## config.mk

```make
export PLATFORM = sky130hd
export DESIGN_NAME = seg_capture
export DESIGN_NICKNAME = d
export VERILOG_FILES = /design/src/rtl/seg_capture_pkg.sv /design/src/rtl/seg_fall_det.sv /design/src/rtl/seg_fill_ctrl.sv /design/src/rtl/seg_data_latch.sv /design/src/rtl/seg_line_drv.sv /design/src/rtl/seg_capture.sv
export SDC_FILE = /design/constraint.sdc
export NUM_CORES = 1
export LEC_CHECK = 0
export BUFFER_PORTS_ARGS = -buffer_cell sky130_fd_sc_hd__buf_2
export CAP_MARGIN = 5
export CORE_ASPECT_RATIO = 1.2
export CORE_MARGIN = 2
export CORE_UTILIZATION = 46
export DETAILED_ROUTE_END_ITERATION = 8
export GPL_ROUTABILITY_DRIVEN = 0
export PLACE_DENSITY = 0.68
export REMOVE_ABC_BUFFERS = 1
export SYNTH_ARGS = -nofsm -noshare
export SYNTH_HDL_FRONTEND = slang
export SYNTH_SLANG_ARGS = --single-unit
export TNS_END_PERCENT = 10
```

## constraint.sdc

```tcl
create_clock -name clk -period 6.7 [get_ports clk]
set_input_delay 0.67 -clock clk [delete_from_list [all_inputs] [get_ports clk]]
set_output_delay 0.67 -clock clk [all_outputs]
set_load 0.01 [all_outputs]
```

## src/rtl/seg_capture_pkg.sv

```systemverilog
package seg_capture_pkg;

  typedef enum logic [1:0] {
    ST_IDLE    = 2'd0,
    ST_ACTIVE  = 2'd1,
    ST_HANDOFF = 2'd2,
    ST_DONE    = 2'd3
  } fill_st_e;

  localparam logic [1:0] LV_V0  = 2'b00;
  localparam logic [1:0] LV_V12 = 2'b01;
  localparam logic [1:0] LV_V43 = 2'b10;
  localparam logic [1:0] LV_V5  = 2'b11;

endpackage

```

## src/rtl/seg_fall_det.sv

```systemverilog
module seg_fall_det #(
  parameter int W = 2
) (
  input  logic         clk,
  input  logic         rst_n,
  input  logic [W-1:0] sig,
  output logic [W-1:0] fall
);

  logic [W-1:0] prev_q;
  logic [W-1:0] prev_d;

  always_comb begin
    prev_d = sig;
  end

  always_ff @(posedge clk or negedge rst_n) begin
    if (!rst_n) prev_q <= '0;
    else        prev_q <= prev_d;
  end

  assign fall = prev_q & ~sig;

endmodule

```

## src/rtl/seg_fill_ctrl.sv

```systemverilog
module seg_fill_ctrl
  import seg_capture_pkg::*;
#(
  parameter int N_COL = 240,
  parameter int BUS_W = 8,
  localparam int NARROW = BUS_W / 2,
  localparam int GRP_N  = N_COL / NARROW,
  localparam int GRP_W  = N_COL / BUS_W,
  localparam int GW     = $clog2(GRP_N)
) (
  input  logic          clk,
  input  logic          rst_n,
  input  logic          xck_fall,
  input  logic          lp_fall,
  input  logic          nib_mode,
  input  logic          dir_fwd,
  input  logic          en_a_in,
  input  logic          en_b_in,
  output logic          en_a_out,
  output logic          en_b_out,
  output logic          cap_en,
  output logic          cap_nib,
  output logic          cap_fwd,
  output logic [GW-1:0] grp
);

  fill_st_e      state_q, state_d;
  logic [GW-1:0] cnt_q, cnt_d;
  logic          mode_q, mode_d;
  logic          dir_q, dir_d;
  logic          sel_n;
  logic [GW-1:0] last_idx;

  assign sel_n    = dir_fwd ? en_a_in : en_b_in;
  assign last_idx = mode_q ? GW'(GRP_N - 1) : GW'(GRP_W - 1);

  always_comb begin
    state_d = state_q;
    cnt_d   = cnt_q;
    mode_d  = mode_q;
    dir_d   = dir_q;
    cap_en  = 1'b0;
    if (lp_fall) begin
      state_d = ST_IDLE;
      cnt_d   = '0;
    end else if (xck_fall) begin
      unique case (state_q)
        ST_IDLE: begin
          if (!sel_n) begin
            cap_en  = 1'b1;
            mode_d  = nib_mode;
            dir_d   = dir_fwd;
            cnt_d   = GW'(1);
            state_d = ST_ACTIVE;
          end
        end
        ST_ACTIVE: begin
          cap_en = 1'b1;
          if (cnt_q == last_idx) begin
            cnt_d   = '0;
            state_d = ST_HANDOFF;
          end else begin
            cnt_d = cnt_q + GW'(1);
          end
        end
        ST_HANDOFF: state_d = ST_DONE;
        default:    state_d = ST_DONE;
      endcase
    end
  end

  always_ff @(posedge clk or negedge rst_n) begin
    if (!rst_n) begin
      state_q <= ST_IDLE;
      cnt_q   <= '0;
      mode_q  <= 1'b0;
      dir_q   <= 1'b1;
    end else begin
      state_q <= state_d;
      cnt_q   <= cnt_d;
      mode_q  <= mode_d;
      dir_q   <= dir_d;
    end
  end

  assign grp      = cnt_q;
  assign cap_nib  = (state_q == ST_IDLE) ? nib_mode : mode_q;
  assign cap_fwd  = (state_q == ST_IDLE) ? dir_fwd  : dir_q;
  assign en_b_out = !((state_q == ST_HANDOFF) &&  dir_q);
  assign en_a_out = !((state_q == ST_HANDOFF) && !dir_q);

  AST_CNT_BOUND: assert property (@(posedge clk) disable iff (!rst_n)
    (state_q == ST_ACTIVE) |-> (cnt_q != '0 && cnt_q <= last_idx));
  AST_ONE_EXIT: assert property (@(posedge clk) disable iff (!rst_n)
    !(!en_a_out && !en_b_out));
  AST_STOPPED: assert property (@(posedge clk) disable iff (!rst_n)
    (state_q == ST_DONE && !lp_fall) |=> (state_q == ST_DONE));
  AST_HANDOFF_END: assert property (@(posedge clk) disable iff (!rst_n)
    (state_q == ST_HANDOFF && xck_fall && !lp_fall) |=> (en_a_out && en_b_out));
  AST_REARM: assert property (@(posedge clk) disable iff (!rst_n)
    lp_fall |=> (state_q == ST_IDLE && cnt_q == '0));

endmodule

```

## src/rtl/seg_data_latch.sv

```systemverilog
module seg_data_latch #(
  parameter int N_COL = 240,
  parameter int BUS_W = 8,
  localparam int NARROW = BUS_W / 2,
  localparam int GRP_N  = N_COL / NARROW,
  localparam int GW     = $clog2(GRP_N)
) (
  input  logic             clk,
  input  logic             rst_n,
  input  logic             cap_en,
  input  logic             cap_nib,
  input  logic             cap_fwd,
  input  logic [GW-1:0]    grp,
  input  logic [BUS_W-1:0] seg_dat,
  output logic [N_COL-1:0] data_q
);

  logic [N_COL-1:0] data_d;

  for (genvar c = 0; c < N_COL; c++) begin : g_col
    localparam int PF  = c;
    localparam int PR  = N_COL - 1 - c;
    localparam int GNF = PF / NARROW;
    localparam int BNF = PF % NARROW;
    localparam int GWF = PF / BUS_W;
    localparam int BWF = PF % BUS_W;
    localparam int GNR = PR / NARROW;
    localparam int BNR = PR % NARROW;
    localparam int GWR = PR / BUS_W;
    localparam int BWR = PR % BUS_W;
    logic hit;
    logic val;

    always_comb begin
      unique case ({cap_nib, cap_fwd})
        2'b11: begin hit = (grp == GW'(GNF)); val = seg_dat[BNF]; end
        2'b10: begin hit = (grp == GW'(GNR)); val = seg_dat[BNR]; end
        2'b01: begin hit = (grp == GW'(GWF)); val = seg_dat[BWF]; end
        default: begin hit = (grp == GW'(GWR)); val = seg_dat[BWR]; end
      endcase
      data_d[c] = (cap_en && hit) ? val : data_q[c];
    end
  end

  always_ff @(posedge clk or negedge rst_n) begin
    if (!rst_n) data_q <= '0;
    else        data_q <= data_d;
  end

  AST_HOLD_NO_CAP: assert property (@(posedge clk) disable iff (!rst_n)
    !cap_en |=> $stable(data_q));

endmodule

```

## src/rtl/seg_line_drv.sv

```systemverilog
module seg_line_drv
  import seg_capture_pkg::*;
#(
  parameter int N_COL = 240
) (
  input  logic               clk,
  input  logic               rst_n,
  input  logic               lp_fall,
  input  logic               disp_off_n,
  input  logic               frame_inv,
  input  logic [N_COL-1:0]   data_q,
  output logic [2*N_COL-1:0] col_lvl
);

  logic [N_COL-1:0] line_q, line_d;

  always_comb begin
    line_d = line_q;
    if (!disp_off_n)  line_d = '0;
    else if (lp_fall) line_d = data_q;
  end

  always_ff @(posedge clk or negedge rst_n) begin
    if (!rst_n) line_q <= '0;
    else        line_q <= line_d;
  end

  for (genvar c = 0; c < N_COL; c++) begin : g_lvl
    always_comb begin
      if (!disp_off_n)    col_lvl[2*c +: 2] = LV_V5;
      else if (line_q[c]) col_lvl[2*c +: 2] = frame_inv ? LV_V0  : LV_V5;
      else                col_lvl[2*c +: 2] = frame_inv ? LV_V12 : LV_V43;
    end
  end

  AST_OFF_CLEAR: assert property (@(posedge clk) disable iff (!rst_n)
    !disp_off_n |=> (line_q == '0));
  AST_LINE_HOLD: assert property (@(posedge clk) disable iff (!rst_n)
    (disp_off_n && !lp_fall) |=> $stable(line_q));

endmodule

```

## src/rtl/seg_capture.sv

```systemverilog
module seg_capture #(
  parameter int N_COL = 240,
  parameter int BUS_W = 8,
  localparam int NARROW = BUS_W / 2,
  localparam int GRP_N  = N_COL / NARROW,
  localparam int GW     = $clog2(GRP_N)
) (
  input  logic               clk,
  input  logic               rst_n,
  input  logic [BUS_W-1:0]   seg_dat,
  input  logic               nib_mode,
  input  logic               dir_fwd,
  input  logic               shift_clk,
  input  logic               line_pulse,
  input  logic               en_a_in,
  input  logic               en_b_in,
  output logic               en_a_out,
  output logic               en_b_out,
  input  logic               disp_off_n,
  input  logic               frame_inv,
  output logic [2*N_COL-1:0] col_lvl
);

  logic [1:0]       falls;
  logic             xck_fall, lp_fall;
  logic             cap_en, cap_nib, cap_fwd;
  logic [GW-1:0]    grp;
  logic [N_COL-1:0] data_q;

  seg_fall_det #(.W(2)) u_fall (
    .clk  (clk),
    .rst_n(rst_n),
    .sig  ({line_pulse, shift_clk}),
    .fall (falls)
  );

  assign xck_fall = falls[0];
  assign lp_fall  = falls[1];

  seg_fill_ctrl #(.N_COL(N_COL), .BUS_W(BUS_W)) u_ctrl (
    .clk     (clk),
    .rst_n   (rst_n),
    .xck_fall(xck_fall),
    .lp_fall (lp_fall),
    .nib_mode(nib_mode),
    .dir_fwd (dir_fwd),
    .en_a_in (en_a_in),
    .en_b_in (en_b_in),
    .en_a_out(en_a_out),
    .en_b_out(en_b_out),
    .cap_en  (cap_en),
    .cap_nib (cap_nib),
    .cap_fwd (cap_fwd),
    .grp     (grp)
  );

  seg_data_latch #(.N_COL(N_COL), .BUS_W(BUS_W)) u_data (
    .clk    (clk),
    .rst_n  (rst_n),
    .cap_en (cap_en),
    .cap_nib(cap_nib),
    .cap_fwd(cap_fwd),
    .grp    (grp),
    .seg_dat(seg_dat),
    .data_q (data_q)
  );

  seg_line_drv #(.N_COL(N_COL)) u_line (
    .clk       (clk),
    .rst_n     (rst_n),
    .lp_fall   (lp_fall),
    .disp_off_n(disp_off_n),
    .frame_inv (frame_inv),
    .data_q    (data_q),
    .col_lvl   (col_lvl)
  );

endmodule

```

# After elaboration in Yosys (flattened, before gate mapping)
# Index checks and enable logic that the tools add are counted.
[classes]
n_mux = 570
n_bitwise = 4
add_sub_neg = 1
reduce_logical = 73
n_eq_ne = 68
[ops]
columns = ["cell", "count"]
rows = [
  ["$mux W2", 486],
  ["$mux W240", 2],
  ["$pmux W1 S3", 58],
  ["$eq A6 B6 Y1 const B", 28],
  ["$eq A6 B5 Y1 const B", 16],
  ["$logic_and A1 B1 Y1", 62],
  ["$eq A6 B4 Y1 const B", 8],
  ["$mux W6", 5],
  ["$eq A6 B3 Y1 const B", 4],
  ["$pmux W1 S2", 11],
  ["$eq A6 B2 Y1 const B", 2],
  ["$pmux W6 S2", 1],
  ["$add A6 B1 Y6 const B", 1],
  ["$eq A2 B2 Y1 const B", 3],
  ["$eq A6 B1 Y1 const B", 1],
  ["$eq A6 B6 Y1", 1],
  ["$logic_not A6 Y1", 1],
  ["$mux W1", 6],
  ["$reduce_and A3 Y1", 2],
  ["$eq A2 B1 Y1 const B", 2],
  ["$pmux W2 S2", 1],
  ["$reduce_and A4 Y1", 1],
  ["$logic_not A1 Y1", 3],
  ["$ne A3 B2 Y1 const B", 1],
  ["9 further kinds", 10],
]
[totals]
reg_bits = 492
wordCells = 782

# Depth between registers and ports, before layout
# Gate-level depths: netlist of run 1.
[logic_depth]
word_depth = 6
mapped_depth = 10

# Modules after synthesis
# A second synthesis of run 1 with hierarchy kept.
[unflattened]
cells_unflattened = 2506
hier_area_um2 = 27826.7
[modules_own_cells]
columns = ["module", "n_inst", "area_each_um2", "seq_area_each_um2", "cells_per_inst"]
rows = [
  ["seg_line_drv", 1, 15711.3, 6005.8, 1552],
  ["seg_data_latch", 1, 11378.4, 6005.8, 888],
  ["seg_fill_ctrl", 1, 659.4, 251.5, 62],
  ["seg_fall_det", 1, 77.6, 50.0, 4],
]

# Worst setup path after synthesis of run 1
# Ideal clock, no wire load.
[synth_timing]
kind = "input -> output"
from = "input port frame_inv"
to = "output port col_lvl[101]"
arrival_ns = 5.640
stages = 5
setup_slack_ns = 0.390
path_buffers = 4
path_cell_list = "clkbuf_1 clkbuf_1 buf_1 nand2_1 buf_4"
[synth_between]
elab_chain_len = 3
elab_cells_between_ends = 4
[synth_lines]
columns = ["element", "line", "source"]
rows = [
  ["start: declaration", "seg_capture.sv:20", "input logic frame_inv,"],
  ["$mux W2 (on tied branches)", "seg_line_drv.sv:32, seg_line_drv.sv:31", ""],
  ["$mux W2 (*)", "seg_line_drv.sv:31", "else if (line_q[c]) col_lvl[2*c +: 2] = frame_inv ? LV_V0 : LV_V5;"],
  ["$mux W2 (*)", "seg_line_drv.sv:30", "if (!disp_off_n) col_lvl[2*c +: 2] = LV_V5;"],
  ["end: declaration", "seg_capture.sv:21", "output logic [2*N_COL-1:0] col_lvl"],
]
# Every way passes the cells marked *; elsewhere a longest branch is shown, timed or not.

# Worst setup path after layout of run 1
[layout_timing]
from = "register u_ctrl.state_q[0]"
to = "register u_data.data_q[33]"
[layout_between]
elab_chain_len = 5
elab_cells_between_ends = 14
[layout_lines]
columns = ["element", "line", "source"]
rows = [
  ["start: declaration", "seg_fill_ctrl.sv:27", "fill_st_e state_q, state_d;"],
  ["start signal: assignment", "seg_fill_ctrl.sv:79", "state_q <= state_d;"],
  ["$logic_not A2 Y1 / $eq A2 B1 Y1 (equally long branches)", "seg_fill_ctrl.sv:47, seg_fill_ctrl.sv:87, seg_fill_ctrl.sv:88", ""],
  ["$mux W1, or another cell as far along", "seg_fill_ctrl.sv:88", "assign cap_fwd = (state_q == ST_IDLE) ? dir_fwd : dir_q;"],
  ["$eq A2 B1 Y1, or another cell as far along", "seg_data_latch.sv:35", "unique case ({cap_nib, cap_fwd})"],
  ["$reduce_or A2 Y1 (no source line), or another cell as far along", "-", ""],
  ["$pmux W1 S2 / $logic_and A1 B1 Y1 (equally long branches)", "seg_data_latch.sv:35, seg_data_latch.sv:41", ""],
  ["end signal: assignment", "seg_data_latch.sv:47", "else data_q <= data_d;"],
  ["end: declaration", "seg_data_latch.sv:15", "output logic [N_COL-1:0] data_q"],
]
# Several ways; a longest one is shown, not always the timed one.
# A chain may end at the register's enable or synchronous reset.

==> results of run 1 <==
[final cells by class]
| cell class | count | area, sq um | area share |
|---|---|---|---|
| clock inverter | 29 | 507 | 0.0169 |
| inverter | 6 | 22.5 | 0.000753 |
| tap | 742 | 928 | 0.0310 |
| clock buffer | 63 | 1390 | 0.0465 |
| antenna | 3 | 7.51 | 0.000251 |
| sequential | 492 | 12300 | 0.412 |
| multi-input combinational | 1830 | 12000 | 0.402 |
| timing repair buffer | 518 | 2730 | 0.0913 |
[cell families (layout without fill, tap and decap cells)]
logic type / Yosys count / after routing / share of synthesized area
and+or+nand+nor: 899 / 899 / 0.135
adders and majority gates: 6 / 6 / 0.00279
buffers and inverters: 444 / 616 / 0.0984
muxes: 258 / 258 / 0.109
other: 0 / 3 / 0
xor gates and xnor gates: 239 / 239 / 0.0779
AOI/OAI and AO/OA: 428 / 428 / 0.119
DFF: 492 / 492 / 0.458
[synthesized netlist by cell type, types with 3 or more instances]
master / n / area, sq um
nand2_1: 768 / 2880
dfrtp_1: 491 / 12300
mux2_2: 244 / 2750
a21boi_0: 240 / 1800
buf_4: 239 / 1790
xnor2_1: 239 / 2090
clkbuf_1: 139 / 522
nor2_1: 47 / 176
a21oi_1: 38 / 190
o21ai_0: 37 / 185
buf_2: 30 / 150
buf_1: 22 / 82.6
o21ai_1: 15 / 75.1
nand3_1: 12 / 60.1
nor2b_1: 12 / 75.1
nand3b_1: 10 / 75.1
o22ai_1: 10 / 62.6
a21o_1: 9 / 67.6
mux2i_1: 9 / 90.1
o211ai_1: 9 / 67.6
nand2b_1: 8 / 50.1
a221oi_2: 7 / 105
ha_1: 6 / 75.1
inv_1: 6 / 22.5
nor3b_1: 6 / 45.0
o221ai_1: 6 / 52.6
and2_1: 5 / 31.3
buf_6: 5 / 56.3
o221a_2: 5 / 56.3
o2bb2ai_1: 5 / 43.8
or2_2: 5 / 31.3
a22oi_1: 4 / 30.0
a31oi_1: 4 / 25.0
and3b_1: 4 / 35.0
nand4_1: 4 / 25.0
o31ai_1: 4 / 30.0
a211oi_1: 3 / 22.5
a221oi_4: 3 / 78.8
clkbuf_2: 3 / 15.0
nor3_1: 3 / 15.0
o32ai_1: 3 / 26.3
or3_1: 3 / 18.8
[routing by layer]
layer,vias to the layer above,wire length [um]
li1,9120,-
met1,9770,30900
met2,653,34200
met3,126,3560
met4,0,1420
met5,-,0
[state kept, by name, indices dropped and copies added, names as in the netlist]
name / count
u_line.line_q: 240
u_ctrl.dir_q: 1
u_data.data_q: 240
u_ctrl.mode_q: 1
u_fall.prev_q: 2
u_ctrl.grp: 6
u_ctrl.state_q: 2
[final timing paths]
check	startpoint	to	depth (start not counted)
worst max register to register	u_ctrl.state_q[0]	u_data.data_q[33]	5
worst min-delay path	rst_n	u_line.line_q[105]	1
worst min register to register	u_data.data_q[85]	u_data.data_q[85]	1
max in group asynchronous	rst_n	u_line.line_q[174]	2
min in group clk	shift_clk	u_fall.prev_q[0]	1
worst max-delay path	u_ctrl.state_q[0]	u_data.data_q[33]	5
[worst max-delay path, cell delays in order (launching register included)]
cell and delay, ps:
dfrtp_1 600, or2_1 530, mux2_4 800, o21ai_0 300, o221ai_1 670, mux2_2 430
[stage by stage]
stage               TNS (ps)   util  std cells
floorplan           -3074830      -       2328
global placement           0  0.483       3588
global route               0  0.516       3680
detailed placement         0  0.483       3588
CTS                        0  0.516       3680
finish                     0  0.516       3683
[report_power, final]
part	switching, W	total, W	internal [W]
Combinational	0.00113	0.00217	0.00105
Sequential	0.000513	0.00434	0.00383
Clock	0.00122	0.00320	0.00198
Total	0.00285	0.00971	0.00686
==> flow_metrics.env, run 1 <==
export IMPL_outcome="finished clean"
export IMPL_fp_dieH_um=269
export IMPL_layout_drive_gt1_share=0.306
export IMPL_yosysSeqAreaShare=0.458
export IMPL_hold_viol=0
export IMPL_io_buffers=499
export IMPL_cts_resized=0
export IMPL_fp_coreArea_sq_mm=0.0580
export IMPL_relSlewSlack=0.181
export IMPL_clk_latency_ps=590
export IMPL_tightestPinTransition_ps=1230
export IMPL_rsz0062_at_grt="no"
export IMPL_placed_cell_area_sq_mm=0.0280
export IMPL_period_minus_slack_ps=3510
export IMPL_drt_iter0_drc=1572
export IMPL_power_leakage_nw=12.7
export IMPL_fillers=5288
export IMPL_required_ps=7160
export IMPL_clock_skew_ps=12.6
export IMPL_setup_viol=0
export IMPL_cts_htree_levels=2
export IMPL_die_w_um=225
export IMPL_routedWlPerCell_um=19.0
export IMPL_met2_usage=0.380
export IMPL_ys_async_sr_fraction=1.00
export IMPL_grt_usage=0.226
export IMPL_end_kind="register"
export IMPL_grt_pass1_vias=19000
export IMPL_setup_ws_ps=3190
export IMPL_grt_util_met1=0.310
export IMPL_clock_path_buffers=3
export IMPL_cts_tree="built"
export IMPL_syn_to_final_growth_pct=11.4
export IMPL_slew_violations=0
export IMPL_ios=500
export IMPL_antenna_found_initial=2
export IMPL_met3_usage=0.0318
export IMPL_cts_buffers=49
export IMPL_ir_drop_v=0.000172
export IMPL_path_clk_slew_ps=60
export IMPL_p_per_area_mw_per_mm2=324
export IMPL_drc_errors=0
export IMPL_hold_buffers=0
export IMPL_cts_root_buf="clkbuf_16"
export IMPL_layout_commonest_cell="nand2_1"
export IMPL_cts_sinks=492
export IMPL_synth_warnings=0
export IMPL_start_util=0.463
export IMPL_synth_edf_count=0
export IMPL_wirelength_um=70000
export IMPL_cp_start_kind="register"
export IMPL_dp_hpwl_um=45900
export IMPL_rows=97
export IMPL_grt_pass1_wl_um=109000
export IMPL_synth_cell_types=75
export IMPL_grt_max_degree=246
export IMPL_antenna_left=0
export IMPL_finalPower_w=0.00971
export IMPL_r2r_slack_ps=3190
export IMPL_num_vias=19700
export IMPL_drt_vias_per_instance=5.34
export IMPL_busiest_layer="met2"
export IMPL_final_area_sq_mm=0.0299
export IMPL_synthFlopType="dfrtp_1"
export IMPL_max_cap_violations=0
export IMPL_syn_area_sq_mm=0.0269
export IMPL_path_max_fanout=64
export IMPL_crit_type="register to register"
export IMPL_dr_pass1_iters=6
export IMPL_overflow=0
export IMPL_pre_cts_ws_ps=3320
export IMPL_final_nets=2921
export IMPL_post_route_period_util=0.524
export IMPL_dieArea_sq_mm=0.0604
export IMPL_most_common_layout_cells="767 x nand2_1, 496 x buf_2, 491 x dfrtp_1"
export IMPL_postCtsSetupRepairBufs=0
export IMPL_synth_cells=2766
export IMPL_holdWs_ps=84.0
export IMPL_fmax_ghz=0.285
export IMPL_cp_data_arrival_time_ps=3970
export IMPL_syn_area_per_cell_sq_um=9.71
export IMPL_synth_seq_cells=492
export IMPL_hp_class="input pin to async pin"
Note: power is estimated with default switching activity, not from simulation.
==> run 2, diff against run 1 <==
ABC_AREA = 1   (was unset)
clock period = 3.6 ns   (was 6.7 ns; I/O delays follow)
==> flow_metrics.env, run 2 <==
export IMPL_outcome="finished clean"
export IMPL_power_leakage_nw=15.2
export IMPL_relSlewSlack=0.261
export IMPL_synth_cells=3801
export IMPL_ys_async_sr_fraction=1.00
export IMPL_syn_area_sq_mm=0.0276
export IMPL_routedWlPerCell_um=17.2
export IMPL_hold_viol=0
export IMPL_post_route_period_util=0.754
export IMPL_r2r_slack_ps=890
export IMPL_syn_to_final_growth_pct=10.7
export IMPL_num_vias=25000
export IMPL_grt_pass1_wl_um=129000
export IMPL_hp_start="nib_mode"
export IMPL_antenna_left=0
export IMPL_cp_data_arrival_time_ps=3190
export IMPL_synth_top_area_share=0.445
export IMPL_synthFlopType="dfrtp_1"
export IMPL_synth_largest_area_cell="dfrtp_1"
export IMPL_grt_pass1_vias=23000
export IMPL_io_buffers=499
export IMPL_antenna_found_initial=7
export IMPL_overflow=0
export IMPL_hp_class="input pin to register"
export IMPL_period_minus_slack_ps=2710
export IMPL_cp_start_kind="register"
export IMPL_dp_hpwl_um=53600
export IMPL_cts_sinks=492
export IMPL_min_to="u_ctrl.mode_q"
export IMPL_clock_skew_ps=19.9
export IMPL_hold_depth=3
export IMPL_grt_usage=0.257
export IMPL_path_cells="inv_2 > nand2_4 > nand2_2 > nand2_4 > nand3_1 > nand3_2 > nand3_1 > nand2_1"
export IMPL_synth_warnings=0
export IMPL_timing_setup_tns_ps=0
export IMPL_dieArea_sq_mm=0.0621
export IMPL_wirelength_um=82000
export IMPL_r2r_end="u_data.data_q[183]"
export IMPL_synth_seq_cells=492
export IMPL_setup_viol=0
export IMPL_synth_cell_types=27
export IMPL_hold_buffers=3
export IMPL_ir_drop_v=0.000702
export IMPL_synthTopCellsByCount="1211 x nand2_1, 880 x nand3_1, 491 x dfrtp_1, 303 x inv_1"
export IMPL_cts_root_buf="clkbuf_16"
export IMPL_dp_cells=4676
export IMPL_synth_area_leaders="dfrtp_1 44%, nand2_1 16%, nand3_1 16%"
export IMPL_grt_max_degree=151
export IMPL_fp_dieH_um=273
export IMPL_path_buf_inv=1
export IMPL_pre_cts_ws_ps=929
export IMPL_die_w_um=228
export IMPL_rows=98
export IMPL_setup_ws_ps=887
export IMPL_cts_buffers=50
export IMPL_slowest_delay_ps=750
export IMPL_clk_latency_ps=600
export IMPL_fmax_ghz=0.369
export IMPL_yosysSeqAreaShare=0.445
export IMPL_synth_edf_count=0
export IMPL_most_common_layout_cells="1209 x nand2_1, 878 x nand3_1, 496 x buf_2"
export IMPL_fp_coreArea_sq_mm=0.0595
export IMPL_cts_resized=0
export IMPL_rsz0062_at_grt="no"
export IMPL_finalPower_w=0.0219
export IMPL_drt_iter0_drc=2532
export IMPL_crit_type="register to register"
export IMPL_drt_vias_per_instance=5.24
export IMPL_end_kind="register"
export IMPL_start_util=0.465
export IMPL_critPathTopFamily="simple AND/OR/NAND/NOR gates"
export IMPL_path_max_fanout=68
export IMPL_layout_commonest_cell="nand2_1"
export IMPL_yosysMostFrequentCell="nand2_1"
export IMPL_dr_pass1_iters=7
export IMPL_clock_path_buffers=3
export IMPL_final_nets=3955
export IMPL_max_cap_violations=0
export IMPL_drc_errors=0
export IMPL_stdcell_count=4771
export IMPL_slew_violations=0
export IMPL_path_clk_slew_ps=70
export IMPL_tightestPinTransition_ps=1110
export IMPL_syn_area_per_cell_sq_um=7.27
export IMPL_cp_depth=8
export IMPL_ios=500
export IMPL_r2r_start="u_ctrl.state_q[1]"
export IMPL_required_ps=4080
export IMPL_postCtsSetupRepairBufs=0
export IMPL_cts_tree="built"
export IMPL_p_per_area_mw_per_mm2=715
export IMPL_layout_drive_gt1_share=0.186
export IMPL_worst_path_max_delay_cell="nand3_2"
export IMPL_reg2regPathDepth=8
export IMPL_cts_htree_levels=2
-- run 2: cell types whose count changed in the layout (fill, tap and decap cells not counted), moves of 20 or more --
cell      change
nor2_1       +20
xnor2_1     -239
mux2_2      -244
inv_2        +34
nand3_2      +35
inv_1       +297
o21ai_0     +221
nand3_1     +866
a21boi_0    -240
nand2_1     +442
a21oi_1      -33
nand2_2      +31
-- run 2: worst max-delay path by stage --
stage | slack (ps) | start | endpoint
final | 890 | u_ctrl.state_q[1] | u_data.data_q[183]
after detailed placement | 930 | u_ctrl.state_q[1] | u_data.data_q[15]
after CTS | 880 | u_ctrl.state_q[1] | u_data.data_q[183]
after global placement | 980 | u_ctrl.state_q[1] | u_data.data_q[215]
after global routing | 660 | u_ctrl.state_q[1] | u_data.data_q[15]
after floorplan | -11830 | frame_inv | col_lvl[101]
-- run 2: power breakdown --
group          switching [W]  internal (W)  total, W
logic                0.00628       0.00211   0.00840
registers           0.000918       0.00702   0.00794
clock network        0.00228       0.00326   0.00554
-- run 2: per-stage QoR --
stage | hold slack (ps) | util | instance area [sq um]
floorplan | 64.4 | - | 24800
CTS | 28.7 | 0.514 | 30600
finish | 56.3 | 0.515 | 30600
global placement | 431 | 0.485 | 28800
detailed placement | 424 | 0.485 | 28800
global route | 39.7 | 0.515 | 30600
-- run 2: area by class of cell --
cell class	instances	area, sq um
Sequential cell	492	12300
Tap cell	800	1000
Antenna cell	2	5.00
Multi-Input combinational cell	2503	11300
Timing Repair Buffer	546	3030
Clock buffer	68	1420
Inverter	338	1270
Fill cell	5745	28900
Clock inverter	22	300
-- run 2: worst min-delay path, cell delays in order --
cell,delay [ps]
buf_2,110
inv_1,60
o21ai_0,80
-- run 2: logic make-up after synthesis --
logic type                 after synthesis  synth area share
DFF                                    492             0.445
adders and majority gates                6           0.00272
buffers and inverters                  806             0.149
and+or+nand+nor                       2238             0.356
AOI/OAI and AO/OA                      258            0.0467
xor gates and xnor gates                 1          0.000317
-- run 2: per-layer routing --
layer  part of all wire  GRT usage
met2               0.48      0.422
met5            0.00066          0
met4              0.025     0.0722
met3              0.064     0.0401
met1               0.43      0.352
==> run 3, diff against run 2 <==
clock period = 2.6 ns   (was 3.6 ns; I/O delays follow)
==> flow_metrics.env, run 3 (synthesis gave the netlist of run 2 again) <==
export IMPL_path_clk_slew_ps=60
export IMPL_rows=98
export IMPL_layout_drive_gt1_share=0.190
export IMPL_cts_root_buf="clkbuf_16"
export IMPL_cts_sinks=492
export IMPL_num_antenna_cells=0
export IMPL_reg2regPathDepth=10
export IMPL_r2r_slack_ps=260
export IMPL_max_cap_violations=0
export IMPL_relSlewSlack=0.479
export IMPL_fp_dieH_um=273
export IMPL_io_buffers=499
export IMPL_setup_ws_ps=262
export IMPL_end_kind="register"
export IMPL_period_minus_slack_ps=2340
export IMPL_tightestPinTransition_ps=782
export IMPL_cp_data_arrival_time_ps=2830
export IMPL_slew_violations=0
export IMPL_hold_depth=3
export IMPL_hp_class="input pin to register"
export IMPL_ir_drop_v=0.000724
export IMPL_hold_viol=0
export IMPL_path_max_fanout=10
export IMPL_layout_commonest_cell="nand2_1"
export IMPL_cts_resized=0
export IMPL_outcome="finished clean"
export IMPL_start_util=0.465
export IMPL_cts_htree_levels=2
export IMPL_ios=500
export IMPL_clock_skew_ps=18.1
export IMPL_antenna_found_initial=0
export IMPL_clk_latency_ps=600
export IMPL_pre_cts_ws_ps=332
export IMPL_grt_pass1_wl_um=129000
export IMPL_r2r_start="u_ctrl.grp[1]"
export IMPL_postCtsSetupRepairBufs=0
export IMPL_dr_pass1_iters=6
export IMPL_cts_buffers=51
export IMPL_drt_vias_per_instance=5.24
export IMPL_timing_setup_tns_ps=0
export IMPL_fmax_ghz=0.428
export IMPL_wirelength_um=81700
export IMPL_required_ps=3100
export IMPL_cp_start_kind="register"
export IMPL_fp_coreArea_sq_mm=0.0595
export IMPL_most_common_layout_cells="1209 x nand2_1, 878 x nand3_1, 496 x buf_2"
export IMPL_hold_buffers=5
export IMPL_r2r_end="u_data.data_q[12]"
export IMPL_grt_usage=0.255
export IMPL_cts_tree="built"
export IMPL_dieArea_sq_mm=0.0621
export IMPL_dp_hpwl_um=55100
export IMPL_grt_max_degree=203
export IMPL_overflow=0
export IMPL_post_route_period_util=0.899
export IMPL_rsz0062_at_grt="no"
export IMPL_drt_iter0_drc=2384
export IMPL_power_leakage_nw=15.4
export IMPL_min_to="u_line.line_q[238]"
export IMPL_drc_errors=0
export IMPL_die_w_um=228
export IMPL_clock_path_buffers=3
export IMPL_antenna_left=0
export IMPL_final_nets=3979
export IMPL_crit_type="register to register"
export IMPL_routedWlPerCell_um=17.0
export IMPL_num_vias=25100
export IMPL_grt_pass1_vias=23200
export IMPL_p_per_area_mw_per_mm2=995
export IMPL_syn_to_final_growth_pct=12.1
export IMPL_hp_start="disp_off_n"
export IMPL_setup_viol=0
==> run 3: layer usage <==
layer | global-route usage | routed length [um] | vias to the layer above
li1 | - | - | 12200
met1 | 0.354 | 35600 | 11800
met2 | 0.426 | 39200 | 917
met3 | 0.0282 | 4950 | 137
met4 | 0.0698 | 2040 | 0
met5 | 0 | 0 | -
==> run 3: report_power, final <==
group	switching [W]	internal (W)
Combinational	0.00885	0.00328
Sequential	0.00129	0.00973
Clock	0.00312	0.00456
Total	0.0133	0.0176
==> run 3: layout make-up <==
type	instances	area, sq um
well taps	800	1000
repair buffers	569	3390
clock inverters	17	215
inverters	338	1270
fillers	5711	28500
multi-input cells	2503	11300
flip-flops and latches	492	12300
clock buffers	76	1530
==> run 3: worst max-delay path, cell delays in order (launching register included) <==
cell      delay, ps
dfrtp_1         420
inv_1           130
ha_1            350
nand3_1         190
nor2_1          390
nand3b_1        180
nand2_1         110
inv_2           180
nand2_1         140
nand2_1          90
nand2_1          50
==> run 3: worst max-delay path by stage <==
| stage | start | to | slack [ps] | depth (start not counted) |
|---|---|---|---|---|
| finish | u_ctrl.grp[1] | u_data.data_q[12] | 260 | 10 |
| global route | u_ctrl.grp[0] | u_data.data_q[13] | 60 | 10 |
| CTS | u_ctrl.grp[1] | u_data.data_q[12] | 310 | 10 |
| detailed placement | u_ctrl.grp[0] | u_data.data_q[9] | 330 | 10 |
| global placement | u_ctrl.grp[0] | u_data.data_q[12] | 350 | 10 |
| floorplan | frame_inv | col_lvl[101] | -12630 | 1 |
==> run 3: through the flow <==
stage               cell area, sq um  power [W]  std cells  hold WS (ps)   util
finish                         31000     0.0308       4795           116  0.521
global route                   31000     0.0327       4795           114  0.521
CTS                            31000     0.0309       4795          98.5  0.521
detailed placement             29200     0.0231       4697           216  0.491
global placement               29200     0.0229       4697           221  0.491
floorplan                      24800     0.0178       3333         -35.6      -
